**src/rtl/glitch_sched_pkg.sv**
```systemverilog
package glitch_sched_pkg;
    typedef enum logic [2:0] {
        ST_IDLE,
        ST_COUNT,
        ST_WAIT,
        ST_DONE,
        ST_ERR
    } sched_state_t;
endpackage

```
**src/rtl/cs_fall_detect.sv**
```systemverilog
module cs_fall_detect #(
    parameter int STAGES = 2
) (
    input  logic clk,
    input  logic rst_n,
    input  logic cs_n_async,
    output logic fall
);
    logic [STAGES-1:0] sync_q;
    logic              prev_q;

    genvar g;
    generate
        for (g = 0; g < STAGES; g++) begin : g_sync
            always_ff @(posedge clk or negedge rst_n) begin
                if (!rst_n) begin
                    sync_q[g] <= 1'b1;
                end else if (g == 0) begin
                    sync_q[g] <= cs_n_async;
                end else begin
                    sync_q[g] <= sync_q[(g == 0) ? 0 : g-1];
                end
            end
        end
    endgenerate

    always_ff @(posedge clk or negedge rst_n) begin
        if (!rst_n) prev_q <= 1'b1;
        else        prev_q <= sync_q[STAGES-1];
    end

    assign fall = prev_q & ~sync_q[STAGES-1];

    AST_FALL_ONE_CYCLE: assert property (@(posedge clk) disable iff (!rst_n)
        fall |=> !fall);
endmodule

```
**src/rtl/sched_counter.sv**
```systemverilog
module sched_counter #(
    parameter int W = 16
) (
    input  logic         clk,
    input  logic         rst_n,
    input  logic         clear,
    input  logic         inc,
    output logic [W-1:0] count
);
    always_ff @(posedge clk or negedge rst_n) begin
        if (!rst_n)     count <= '0;
        else if (clear) count <= '0;
        else if (inc)   count <= count + 1'b1;
    end
endmodule

```
**src/rtl/glitch_sched.sv**
```systemverilog
module glitch_sched
    import glitch_sched_pkg::*;
#(
    parameter int CNT_W     = 8,
    parameter int TICK_W    = 16,
    parameter int SYNC_DEPTH = 2
) (
    input  logic              clk,
    input  logic              rst_n,
    input  logic              cs_n,
    input  logic              arm,
    input  logic [CNT_W-1:0]  pulse_target,
    input  logic [TICK_W-1:0] delay_ticks,
    input  logic [TICK_W-1:0] dur_ticks,
    output logic              drop_fire,
    output logic              restore_fire,
    output logic              fault_mark,
    output logic              param_err
);
    sched_state_t      state_q, state_d;
    logic [CNT_W-1:0]  target_q;
    logic [TICK_W-1:0] delay_q;
    logic [TICK_W-1:0] drop_at_q;
    logic [CNT_W-1:0]  pulses;
    logic [TICK_W-1:0] ticks;
    logic              cs_fall;
    logic              arm_ok;
    logic              tick_start;
    logic              fault_q;

    cs_fall_detect #(.STAGES(SYNC_DEPTH)) u_cs (
        .clk(clk), .rst_n(rst_n), .cs_n_async(cs_n), .fall(cs_fall)
    );

    sched_counter #(.W(CNT_W)) u_pulses (
        .clk(clk), .rst_n(rst_n), .clear(arm_ok),
        .inc(state_q == ST_COUNT && cs_fall), .count(pulses)
    );

    sched_counter #(.W(TICK_W)) u_ticks (
        .clk(clk), .rst_n(rst_n), .clear(tick_start),
        .inc(state_q == ST_WAIT), .count(ticks)
    );

    assign arm_ok = arm && (state_q == ST_IDLE || state_q == ST_DONE || state_q == ST_ERR);
    assign tick_start = (state_d == ST_WAIT) && (state_q != ST_WAIT);

    // next-state logic
    always_comb begin
        state_d = state_q;
        unique case (state_q)
            ST_IDLE, ST_DONE, ST_ERR: begin
                if (arm) begin
                    if (dur_ticks > delay_ticks)   state_d = ST_ERR;
                    else if (pulse_target == '0)   state_d = ST_WAIT;
                    else                           state_d = ST_COUNT;
                end
            end
            ST_COUNT: begin
                if (cs_fall && pulses == target_q - 1'b1) state_d = ST_WAIT;
            end
            ST_WAIT: begin
                if (ticks == delay_q) state_d = ST_DONE;
            end
            default: state_d = ST_IDLE;
        endcase
    end

    // state and captured configuration
    always_ff @(posedge clk or negedge rst_n) begin
        if (!rst_n) begin
            state_q   <= ST_IDLE;
            target_q  <= '0;
            delay_q   <= '0;
            drop_at_q <= '0;
            fault_q   <= 1'b0;
        end else begin
            state_q <= state_d;
            fault_q <= restore_fire;
            if (arm_ok) begin
                target_q  <= pulse_target;
                delay_q   <= delay_ticks;
                drop_at_q <= delay_ticks - dur_ticks;
            end
        end
    end

    // outputs
    always_comb begin
        drop_fire    = 1'b0;
        restore_fire = 1'b0;
        param_err    = 1'b0;
        unique case (state_q)
            ST_WAIT: begin
                drop_fire    = (ticks == drop_at_q);
                restore_fire = (ticks == delay_q);
            end
            ST_ERR:  param_err = 1'b1;
            default: ;
        endcase
    end
    assign fault_mark = fault_q;

    // assertion support
    logic drop_seen_q;
    logic fired_q;
    always_ff @(posedge clk or negedge rst_n) begin
        if (!rst_n) begin
            drop_seen_q <= 1'b0;
            fired_q     <= 1'b0;
        end else if (arm_ok) begin
            drop_seen_q <= 1'b0;
            fired_q     <= 1'b0;
        end else begin
            if (drop_fire)    drop_seen_q <= 1'b1;
            if (restore_fire) fired_q     <= 1'b1;
        end
    end

    AST_MARK_AFTER_RESTORE: assert property (@(posedge clk) disable iff (!rst_n)
        restore_fire |=> fault_mark);
    AST_DROP_FIRST: assert property (@(posedge clk) disable iff (!rst_n)
        restore_fire |-> (drop_fire || drop_seen_q));
    AST_ONE_SHOT: assert property (@(posedge clk) disable iff (!rst_n)
        fired_q |-> !drop_fire && !restore_fire);
    AST_ERR_SILENT: assert property (@(posedge clk) disable iff (!rst_n)
        param_err |-> !drop_fire && !restore_fire);
    AST_TICK_BOUND: assert property (@(posedge clk) disable iff (!rst_n)
        (state_q == ST_WAIT) |-> (ticks <= delay_q));
    AST_COUNT_BOUND: assert property (@(posedge clk) disable iff (!rst_n)
        (state_q == ST_COUNT) |-> (pulses < target_q));
endmodule

```
**config.mk**
```make
export PLATFORM = sky130hd
export DESIGN_NAME = glitch_sched
export DESIGN_NICKNAME = d
export VERILOG_FILES = /design/src/rtl/glitch_sched_pkg.sv /design/src/rtl/cs_fall_detect.sv /design/src/rtl/sched_counter.sv /design/src/rtl/glitch_sched.sv
export SDC_FILE = /design/constraint.sdc
export NUM_CORES = 1
export LEC_CHECK = 0
export ABC_CLOCK_PERIOD_IN_PS = 2700
export BUFFER_PORTS_ARGS = -buffer_cell sky130_fd_sc_hd__buf_2
export CORE_MARGIN = 2
export CORE_UTILIZATION = 44
export DETAILED_ROUTE_END_ITERATION = 8
export RECOVER_POWER = 25
export SYNTH_ARGS = -nofsm -noshare
export SYNTH_HDL_FRONTEND = slang
export SYNTH_SLANG_ARGS = --single-unit
```
**constraint.sdc**
```tcl
create_clock -name clk -period 2.7 [get_ports clk]
set_input_delay 0.135 -clock clk [delete_from_list [all_inputs] [get_ports clk]]
set_output_delay 0.135 -clock clk [all_outputs]
set_load 0.02 [all_outputs]
```
Word-level counts from Yosys, hierarchy flattened
Index checks and enable logic that the tools add are counted.
{ "totals": {"regBits": 71, "latch_bits": 0, "ram_bits": 0, "mem_bits_ro": 0, "in_bits": 44, "out_inout_bits": 4, "word_cells": 50, "mem_count": 0} }
{ "op_classes": {"add_sub_neg": 4, "mul": 0, "div_mod_pow": 0, "order_cmp": 1, "n_eq_ne": 9, "shifts": 0, "n_mux": 13, "bitwise": 2, "n_reduce_logical": 11} }
{ "ops": {"columns": ["cell", "count"], "rows": [
  ["$eq 16x16->1", 2],
  ["$mux 16", 2],
  ["$add 16x1->16 const B", 1],
  ["$gt 16x16->1", 1],
  ["$mux 8", 2],
  ["$sub 16x16->16", 1],
  ["$mux 3", 4],
  ["$eq 3x2->1 const B", 3],
  ["$pmux 3 s3", 1],
  ["$add 8x1->8 const B", 1],
  ["$eq 8x8->1", 1],
  ["$logic_not 8->1", 1],
  ["$sub 8x1->8 const B", 1],
  ["$logic_and 1x1->1", 4],
  ["$reduce_bool 2->1", 2],
  ["$eq 3x1->1 const B", 1],
  ["$eq 3x3->1 const B", 1],
  ["$logic_not 3->1", 1],
  ["$mux 1", 3],
  ["$ne 3x2->1 const B", 1],
  ["$reduce_or 3->1", 1],
  ["$logic_or 1x1->1", 2],
  ["$mux 2", 1],
  ["$and 1x1->1", 1],
  ["$not 1->1", 1]
]} }

Longest topological paths before layout
Gate-level depths: netlist of run 1.
{ "logic_depth": {"ltp_word": 8, "depth_mapped": 11} }

Cells and area by module
From an unflattened synthesis of run 1, not the netlist that was laid out.
{ "hier_totals": {"cells_unflattened": 479, "hier_area_um2": 4410.5} }
{ "by_module_without_submodules": {"columns": ["mod", "n_inst", "cells_each", "area_each_um2", "seq_area_each_um2"], "rows": [
  ["glitch_sched", 1, 356, 3049.2, 1101.1],
  ["sched_counter (u_ticks)", 1, 82, 872.1, 400.4],
  ["sched_counter (u_pulses)", 1, 37, 396.6, 200.2],
  ["cs_fall_detect", 1, 4, 92.6, 78.8]
]} }

Worst setup path after synthesis of run 1
No wires, ideal clock.
{ "synth_path": {"kind": "reg-to-reg", "start": "register target_q[0]", "end": "register u_ticks.count[13]", "t_arrival_ns": 2.007, "setup_slack_ns": 0.548, "stages_incl_launch_ff": 11, "cell_sequence": "dfrtp_1 inv_1 ha_1 xnor2_1 nor2_1 o211ai_1 a2111oi_2 a21oi_1 a211oi_4 buf_6 a41oi_2"} }
{ "synth_via": {"elab_chain_len": 8, "elab_cells_between_ends": 9, "cone_classes": "add/sub (1); eq/ne (2); mux (3); reduce/logical (3)"} }
{ "synth_rtl": {"columns": ["item", "line_no", "text"], "rows": [
  ["start: declaration", "glitch_sched.sv:21", "logic [CNT_W-1:0] target_q;"],
  ["start signal: assignment", "glitch_sched.sv:81", "target_q <= pulse_target;"],
  ["$sub 8x1->8 *", "glitch_sched.sv:60", "if (cs_fall && pulses == target_q - 1'b1) state_d = ST_WAIT;"],
  ["$eq 8x8->1 *", "glitch_sched.sv:60", null],
  ["$logic_and 1x1->1 *", "glitch_sched.sv:60", null],
  ["$mux 3 *", "glitch_sched.sv:60", null],
  ["$pmux 3 s3 *", "glitch_sched.sv:51", "unique case (state_q)"],
  ["$eq 3x2->1 *", "glitch_sched.sv:46", "assign tick_start = (state_d == ST_WAIT) && (state_q != ST_WAIT);"],
  ["$logic_and 1x1->1 *", "glitch_sched.sv:46", null],
  ["$mux 16 or $reduce_bool 2->1 (tied branches)", null, null],
  ["end signal: assignment", "sched_counter.sv:13", "else if (inc) count <= count + 1'b1;"],
  ["end: declaration", "sched_counter.sv:8", "output logic [W-1:0] count"]
]} }
Mark *: on every way between the ends. The rest lies on a longest branch, timed or not.
A chain may end at the register's enable or synchronous reset.

Final worst setup path of run 1
{ "layout_path": {"start": "input delay_ticks[13]", "end": "register u_ticks.count[10]"} }
{ "layout_via": {"elab_chain_len": 7, "elab_cells_between_ends": 8, "cone_classes": "order compare (1); eq/ne (1); mux (4); reduce/logical (2)"} }
{ "layout_rtl": {"columns": ["item", "line_no", "text"], "rows": [
  ["start: declaration", "glitch_sched.sv:13", "input logic [TICK_W-1:0] delay_ticks,"],
  ["$gt 16x16->1 *", "glitch_sched.sv:54", "if (dur_ticks > delay_ticks) state_d = ST_ERR;"],
  ["$mux 3 *", "glitch_sched.sv:54", null],
  ["$mux 3 *", "glitch_sched.sv:53", "if (arm) begin"],
  ["$pmux 3 s3 *", "glitch_sched.sv:51", null],
  ["$eq 3x2->1 *", "glitch_sched.sv:46", null],
  ["$logic_and 1x1->1 *", "glitch_sched.sv:46", null],
  ["$mux 16 or $reduce_bool 2->1 (tied branches)", null, null]
]} }
Marks and branches as above.

==> impl_metrics.toml, run 1 <==
[final_layout]
multi_input_area_um2 = 2450
drive_gt1_share_pct = 14.9
design_area_um2 = 5130
final-seq-area_um2 = 1780
final_nets = 623
fillCellCount = 991
syn_to_final_growth_pct = 14.8
num_antenna_cells = 0

[timing]
finalCriticalPeriod_ns = 2.53
rsz0062_at_grt = "false"
tns_ns = 0
fin_skew_ns = 0.0154
setup_violations = 0
max_slew_margin_pct = -27.1
hold_violations = 0
period_share_pct = 93.8
slew_violations = 33
tightest_slew_ns = 1.91
fmaxAchievable_mhz = 395

[floorplan]
die_area_um2 = 11000
die_w_um = 105
start_util_pct = 45.5
rows = 36
ioPinCount = 48
die_h_um = 105
core_um2 = 9820

[yosys]
yosys_warnings = 0
synth.most_common_cell = "nand2_1"
synth.ff_latch_count = 71
syn-cell-area_um2 = 4470
synth_top_area_cell = "dfrtp_1"
ys_seq_area_share_pct = 39.9
synth.avg_cell_area_um2 = 8.83
async_reset_ff_share_pct = 100
synth.top_cells.by_count = "nand2_1, dfrtp_1, xor2_1"
synth_edf_count = 0
yosys.cell_types.count = 54
synth.top_cells.by_area = "dfrtp_1, xor2_1, nand2_1"
syn_inst = 506
synth_nets = 570
synth_flop_cell = "dfrtp_1"
synth.top_cell.area_share_pct = 38.1

[clocking]
clock_latency_ns = 0.35
cts-htree-levels = 3
clock_sinks = 71
clk_pin_slew_ns = 0.07
cts_max_path_buffers = 2
postCtsSetupBuffers = 0
root_buffer = "clkbuf_8"
cts_tree = "done"
cts_made_buffers = 9

[global_route]
first_global_vias = 3604
grtUsageTotal_pct = 19.6
overflow = 0
grt_max_degree = 57
grt_pass1_wl_um = 17400
antenna_found_initial = 0

[outcome]
failed_checks = "max-capacitance violations, max-slew violations"
status = "finished, violations left"

[worst_setup_path]
cp-end-kind = "register"
arrival_ns = 2.72
crit_path_max_fanout = 17
cp-start-kind = "primary input"
worst_ep_required_time_ns = 2.89
path_class = "primary input to register"

[hold_path]
hold_class = "primary input to register"

[placement]
gp_congestion = 0.818
hpwl_um = 7620
dpl_cell_area_um2 = 4820
io_buffers = 47

[routing]
num_vias = 3612
viasPerCell = 5.18
routedWlPerCell_um = 14.6
drt_iter0_drc = 121
drc = 0
ant_nets = 0
dr.pass1.iters = 4
drt_wl_total_um = 10200

[pwr]
p_leak_nw = 2.46
ir_drop_v = 0.000311
power_density_nw_per_um2 = 830

[job]
maxCapViolations = 1
worst paths after layout:
path / from / end / slack [ns] / cells past startpoint
min: delay_ticks[3] / delay_q[3]$_DFFE_PN0P_ / 0.01 / 3
max in group asynchronous: rst_n / u_ticks.count[11]$_DFFE_PN0P_ / 0.74 / 2
max: delay_ticks[13] / u_ticks.count[10]$_DFFE_PN0P_ / 0.17 / 10
min reg2reg: u_cs.sync_q[0]$_DFF_PN1_ / u_cs.sync_q[1]$_DFF_PN1_ / 0.36 / 0
min in group asynchronous: rst_n / u_pulses.count[7]$_DFFE_PN0P_ / 0.85 / 2
max reg2reg: target_q[0]$_DFFE_PN0P_ / u_ticks.count[10]$_DFFE_PN0P_ / 0.37 / 10
power breakdown:
| group | switching, W | internal, W |
|---|---|---|
| Clock | 0.000385 | 0.000358 |
| Sequential | 0.000468 | 0.00144 |
| Combinational | 0.000900 | 0.000703 |
worst max-delay path, stage by stage:
cell and delay [ns]:
dlygate4sd3_1 0.53, buf_2 0.13, ha_1 0.37, a21oi_1 0.17, nor2_1 0.05, a211oi_1 0.43, a31oi_1 0.22, a211oi_4 0.26
buf_4 0.26, a41oi_1 0.15
metrics by stage:
stage	hold slack, ns	power (W)	setup slack, ns	util (%)	instances
3_5_place_dp	0.247	0.00352	0.261	49.1	666
4_1_cts	0.00183	0.00429	0.184	52.2	697
2_1_floorplan	-0.161	0.00309	0.548	-	506
5_1_grt	0.00366	0.00461	0.0277	52.2	697
6_report	0.0103	0.00426	0.166	52.2	697
3_3_place_gp	0.241	0.00348	0.336	49.1	666
final cells by class:
class	count	share of cell area, %
flip-flops and latches	71	34.7
repair buffers	70	9.13
clock inverters	2	0.195
multi-input cells	381	47.8
clock buffers	14	2.98
inverters	26	1.90
well taps	133	3.25
repair_timing:
item                       4_1_cts  5_1_grt
setup endpoints to repair        0        3
hold endpoints to repair        46        0
hold buffers                    15        0
gates resized for setup          0        1
flip-flops by register name (all words and copies together), names as in the netlist:
register / cells
target_q: 8
u_cs.prev_q: 1
state_q: 3
drop_at_q: 16
fault_mark: 1
u_cs.sync_q: 2
u_pulses.count: 8
u_ticks.count: 16
delay_q: 16
cells in the final DEF (no fill, tap or decap), types with 9 or more instances in the layout:
cell type	netlist	routed
dfrtp_1	68	68
nand2_1	106	106
o21ai_0	31	31
xnor2_1	19	19
xor2_1	49	49
nor4_1	9	9
a31oi_1	10	10
buf_2	4	45
dlygate4sd3_1	0	15
clkbuf_8	0	10
nor2_1	22	22
a21oi_1	15	15
nor3_1	11	11
ha_1	19	19
inv_1	26	26
nand4_1	11	11
logic make-up after synthesis:
group	count (synthesis)	share of synthesized area, %
and+or+nand+nor	195	20.4
AOI/OAI and AO/OA	95	14.8
DFF	71	39.9
xor gates and xnor gates	68	13.3
buffers and inverters	54	5.24
adders and majority gates	20	5.77
muxes	3	0.672
metal layers:
| layer | wire length [um] | up-vias | track usage [%] |
|---|---|---|---|
| li1 | - | 1841 | - |
| met5 | 0 | - | 0 |
| met3 | 303 | 17 | 3.12 |
| met4 | 214 | 0 | 7.24 |
| met2 | 4800 | 65 | 31.6 |
| met1 | 4840 | 1689 | 26.6 |
(Power assumes the default switching activity.)
==> run 2: changes to the inputs <==
--- a/config.mk
+++ b/config.mk
@@ -7,9 +7,12 @@
 export LEC_CHECK = 0
 export ABC_CLOCK_PERIOD_IN_PS = 2700
 export BUFFER_PORTS_ARGS = -buffer_cell sky130_fd_sc_hd__buf_2
+export CELL_PAD_IN_SITES_DETAIL_PLACEMENT = 0
+export CELL_PAD_IN_SITES_GLOBAL_PLACEMENT = 1
 export CORE_MARGIN = 2
 export CORE_UTILIZATION = 44
 export DETAILED_ROUTE_END_ITERATION = 8
+export PLACE_DENSITY_LB_ADDON = 0.1
 export RECOVER_POWER = 25
 export SYNTH_ARGS = -nofsm -noshare
 export SYNTH_HDL_FRONTEND = slang
==> impl_metrics.toml, run 2 (synthesis results as in run 1) <==
[routing]
drc = 0
routedWlPerCell_um = 14.6
drt_iter0_drc = 150
dr.pass1.iters = 5
viasPerCell = 5.12
num_vias = 3606
drt_wl_total_um = 10300
ant_nets = 0

[clocking]
postCtsSetupBuffers = 0
cts-htree-levels = 3
root_buffer = "clkbuf_8"
cts_max_path_buffers = 2
clk_pin_slew_ns = 0.08
cts_made_buffers = 9
cts_tree = "done"
clock_latency_ns = 0.35
clock_sinks = 71

[timing]
finalCriticalPeriod_ns = 2.47
setup_violations = 0
rsz0062_at_grt = "false"
max_slew_margin_pct = -33.2
tightest_slew_ns = 2.00
fmaxAchievable_mhz = 404
hold_violations = 0
tns_ns = 0
period_share_pct = 91.6
worst_slack_ns = 0.227
fin_skew_ns = 0.00805
slew_violations = 35
hold_ws_ns = 0.0111

[placement]
io_buffers = 47
place_inst = 669
hpwl_um = 7770
dpl_cell_area_um2 = 4830
gp_congestion = 0.814
dp_slack_ns = 0.153

[final_layout]
layout_common_cells = "nand2_1, dfrtp_1, xor2_1, buf_2, o21ai_0"
final_cells = 704
syn_to_final_growth_pct = 18.1
reg.largest.list = "delay_q x16, drop_at_q x16, u_ticks.count x16"
layout_commonest_cell = "nand2_1"
drive_gt1_share_pct = 15.9
design_area_um2 = 5280
num_antenna_cells = 0
final_nets = 630

[worst_setup_path]
cp-end-kind = "register"
arrival_ns = 2.68
worst_ep_required_time_ns = 2.91
crit_path_max_fanout = 17
cp-start-kind = "primary input"
reg2reg_slack_ns = 0.42
path_class = "primary input to register"

[floorplan]
ioPinCount = 48
die_h_um = 105
start_util_pct = 45.5
core_um2 = 9820
die_w_um = 105
die_area_um2 = 11000
rows = 36

[global_route]
grtUsageTotal_pct = 19.9
overflow = 0
first_global_vias = 3608
grt_max_degree = 57
antenna_found_initial = 0
grt_pass1_wl_um = 17400

[pwr]
p_clk_share_pct = 24.1
p_int_w = 0.00285
p_sw_share_pct = 38.4
switching_power_w = 0.00177
power_density_nw_per_um2 = 877
pwr-share-comb_pct = 34.6
p_leak_nw = 2.53
ir_drop_v = 0.000397
power_frac_seq_pct = 41.3

[outcome]
status = "finished, violations left"
failed_checks = "max-capacitance violations, max-slew violations"

[job]
maxCapViolations = 1

[hold_path]
hold_class = "primary input to register"
-- run 2: cell types whose count changed in the layout (fill, tap and decap cells not counted), sizes merged --
| cell | change |
|---|---|
| bufinv | +4 |
| clkbuf | -4 |
| dlygate4sd3 | +4 |
| buf | +3 |
| clkinv | -1 |
| clkinvlp | +1 |
-- run 2: routing by layer --
layer,share of wire [%],up-vias,GRT usage (%)
met5,0,-,0
met4,1.2,0,5.62
met3,3.1,9,3.81
met2,48,58,32.6
met1,48,1695,27.0
li1,-,1844,-
-- run 2: worst paths after layout --
check / start / endpoint / depth (start not counted)
max: delay_ticks[2] / u_ticks.count[8]$_DFFE_PN0P_ / 12
min reg2reg: u_cs.sync_q[0]$_DFF_PN1_ / u_cs.sync_q[1]$_DFF_PN1_ / 0
max reg2reg: target_q[0]$_DFFE_PN0P_ / u_ticks.count[8]$_DFFE_PN0P_ / 10
min in group asynchronous: rst_n / u_pulses.count[7]$_DFFE_PN0P_ / 2
min: delay_ticks[15] / delay_q[15]$_DFFE_PN0P_ / 3
max in group asynchronous: rst_n / drop_at_q[4]$_DFFE_PN0P_ / 2
-- run 2: per-stage QoR --
stage          total power (W)  utilization (%)
3_3_place_gp           0.00350             49.2
5_1_grt                0.00501             53.7
6_report               0.00462             53.7
2_1_floorplan          0.00309                -
4_1_cts                0.00467             53.7
3_5_place_dp           0.00353             49.2
-- run 2: critical path, stage by stage --
cell           delay, ns
dlygate4sd3_1       0.53
buf_2               0.13
ha_1                0.33
nand2b_1            0.12
a21oi_1             0.07
buf_4               0.16
o31a_1              0.31
o21ai_2             0.17
nand3_2             0.11
a211oi_4            0.20
buf_4               0.27
a41oi_1             0.15
-- run 2: layout make-up --
type | count | area (um^2)
Tap cell | 133 | 166
Clock buffer | 10 | 128
Inverter | 26 | 97.6
Fill cell | 956 | 4540
Sequential cell | 71 | 1780
Timing Repair Buffer | 77 | 518
Clock inverter | 6 | 133
Multi-Input combinational cell | 381 | 2450
-- run 2: timing repair --
item	in CTS	in global routing
endpoints found under the setup margin	0	16
hold buffers	19	0
endpoints found under the hold margin	52	0
gates resized for setup	0	1
-- run 2: power groups by stage --
stage	Sequential, W	Clock, W	Combinational, W
after floorplan	0.00169	0	0.00140
after global placement	0.00193	0	0.00157
after detailed placement	0.00193	0	0.00159
after CTS	0.00192	0.00114	0.00162
after global routing	0.00198	0.00119	0.00184
final	0.00191	0.00111	0.00160
==> run 3: changes to the inputs <==
--- a/config.mk
+++ b/config.mk
@@ -6,7 +6,7 @@
 export NUM_CORES = 1
 export LEC_CHECK = 0
 export ABC_CLOCK_PERIOD_IN_PS = 2700
-export BUFFER_PORTS_ARGS = -buffer_cell sky130_fd_sc_hd__buf_2
+export BUFFER_PORTS_ARGS = -buffer_cell sky130_fd_sc_hd__clkbuf_2
 export CELL_PAD_IN_SITES_DETAIL_PLACEMENT = 0
 export CELL_PAD_IN_SITES_GLOBAL_PLACEMENT = 1
 export CORE_MARGIN = 2
==> impl_metrics.toml, run 3 (synthesis results as in run 1) <==
[outcome]
status = "finished, violations left"
failed_checks = "max-capacitance violations, max-slew violations"

[pwr]
p_int_w = 0.00257
p_clk_share_pct = 19.4
pwr-share-comb_pct = 37.0
power_density_nw_per_um2 = 846
p_leak_nw = 2.50
power_frac_seq_pct = 43.7
p_sw_share_pct = 41.4
switching_power_w = 0.00182
ir_drop_v = 0.000362

[placement]
io_buffers = 47
gp_congestion = 0.818
hpwl_um = 7910
dp_slack_ns = 0.209

[final_layout]
final_nets = 630
layout_commonest_cell = "nand2_1"
reg.largest.list = "delay_q x16, drop_at_q x16, u_ticks.count x16"
syn_to_final_growth_pct = 16.2
fin_util_pct = 52.8
layout_common_cells = "nand2_1, dfrtp_1, xor2_1, clkbuf_2, o21ai_0"
num_antenna_cells = 0
drive_gt1_share_pct = 15.9

[worst_setup_path]
path_cells = "dlygate4sd3_1 > clkbuf_2 > ha_1 > nand2b_1 > a21oi_1 > buf_4 > o31a_1 > o21ai_2 > nand3_2 > a211oi_4 > buf_4 > a41oi_1"
critPathMaxStageDelay_ns = 0.53
path_class = "primary input to register"
crit_top_cell = "buf_4"
critPathSlowestCell = "dlygate4sd3_1"
cp-end-kind = "register"
worst_ep_required_time_ns = 2.91
crit_path_max_fanout = 17
arrival_ns = 2.66
cp-start-kind = "primary input"

[routing]
dr.pass1.iters = 6
drc = 0
ant_nets = 0
viasPerCell = 5.27
drt_wl_total_um = 10700
num_vias = 3711
routedWlPerCell_um = 15.2
drt_iter0_drc = 136

[timing]
worst_slack_ns = 0.255
setup_violations = 0
finalCriticalPeriod_ns = 2.45
slew_violations = 32
fmaxAchievable_mhz = 409
max_slew_margin_pct = -13.4
tns_ns = 0
fin_skew_ns = 0.0106
period_share_pct = 90.6
rsz0062_at_grt = "false"
tightest_slew_ns = 1.70
hold_ws_ns = 0.00437
hold_violations = 0

[global_route]
antenna_found_initial = 0
overflow = 0
grt_pass1_wl_um = 18200
grtUsageTotal_pct = 20.9
first_global_vias = 3700
grt_max_degree = 57

[clocking]
postCtsSetupBuffers = 0
root_buffer = "clkbuf_8"
clk_pin_slew_ns = 0.08
cts_tree = "done"
clock_sinks = 71
clock_latency_ns = 0.35
cts_max_path_buffers = 2
cts-htree-levels = 3
cts_made_buffers = 9

[floorplan]
ioPinCount = 48
die_w_um = 105
die_area_um2 = 11000
rows = 36
start_util_pct = 45.5
die_h_um = 105
core_um2 = 9820

[hold_path]
hold_class = "primary input to register"

[job]
maxCapViolations = 1
[run 3: power groups by stage]
stage | combinational (W) | sequential, W | clock [W]
floorplan | 0.00140 | 0.00169 | 0
global placement | 0.00158 | 0.00193 | 0
detailed placement | 0.00161 | 0.00194 | 0
CTS | 0.00164 | 0.00192 | 0.000876
global route | 0.00185 | 0.00198 | 0.000932
finish | 0.00162 | 0.00192 | 0.000850
[run 3: final cells by class]
cell class,count,area [um^2]
Multi-Input combinational cell,381,2450
Timing Repair Buffer,77,503
Clock buffer,10,128
Tap cell,133,166
Clock inverter,6,61.3
Fill cell,977,4630
Inverter,26,97.6
Sequential cell,71,1780
[run 3: per-stage QoR]
stage	cells	instance area (um^2)	total power, W
after floorplan	506	4470	0.00309
after global placement	670	4830	0.00352
after detailed placement	670	4830	0.00355
after CTS	703	5190	0.00443
after global routing	704	5190	0.00477
final	704	5190	0.00439
[run 3: final timing paths]
kind,endpoint,cells past startpoint,slack [ns],start
worst max register to register,u_ticks.count[5]$_DFFE_PN0P_,10,0.42,target_q[0]$_DFFE_PN0P_
worst min register to register,u_cs.sync_q[1]$_DFF_PN1_,0,0.37,u_cs.sync_q[0]$_DFF_PN1_
worst max-delay path,u_ticks.count[5]$_DFFE_PN0P_,12,0.25,delay_ticks[2]
worst min-delay path,delay_q[9]$_DFFE_PN0P_,3,0.004,delay_ticks[9]
min in group asynchronous,u_pulses.count[7]$_DFFE_PN0P_,2,0.76,rst_n
max in group asynchronous,drop_at_q[2]$_DFFE_PN0P_,3,0.44,rst_n
[run 3: worst max-delay path: cells and delay by family]
family	cells	cell delay (ns)
simple gates	2	0.23
compound gates	5	0.88
buf+inv	4	1.08
fa+ha+maj	1	0.33
[run 3: what timing repair did]
item,CTS,global route
setup endpoints to repair,0,16
hold buffers,17,1
hold endpoints to repair,46,1
gates resized for setup,0,1
[run 3: metal layers]
layer	vias to the layer above	routed length (um)	GRT usage, %	part of all wire, %
met1	1760	5050	28.3	47
met2	73	4910	32.7	46
met5	-	0	0	0
met4	0	343	8.57	3.2
li1	1854	-	-	-
met3	24	417	4.24	3.9
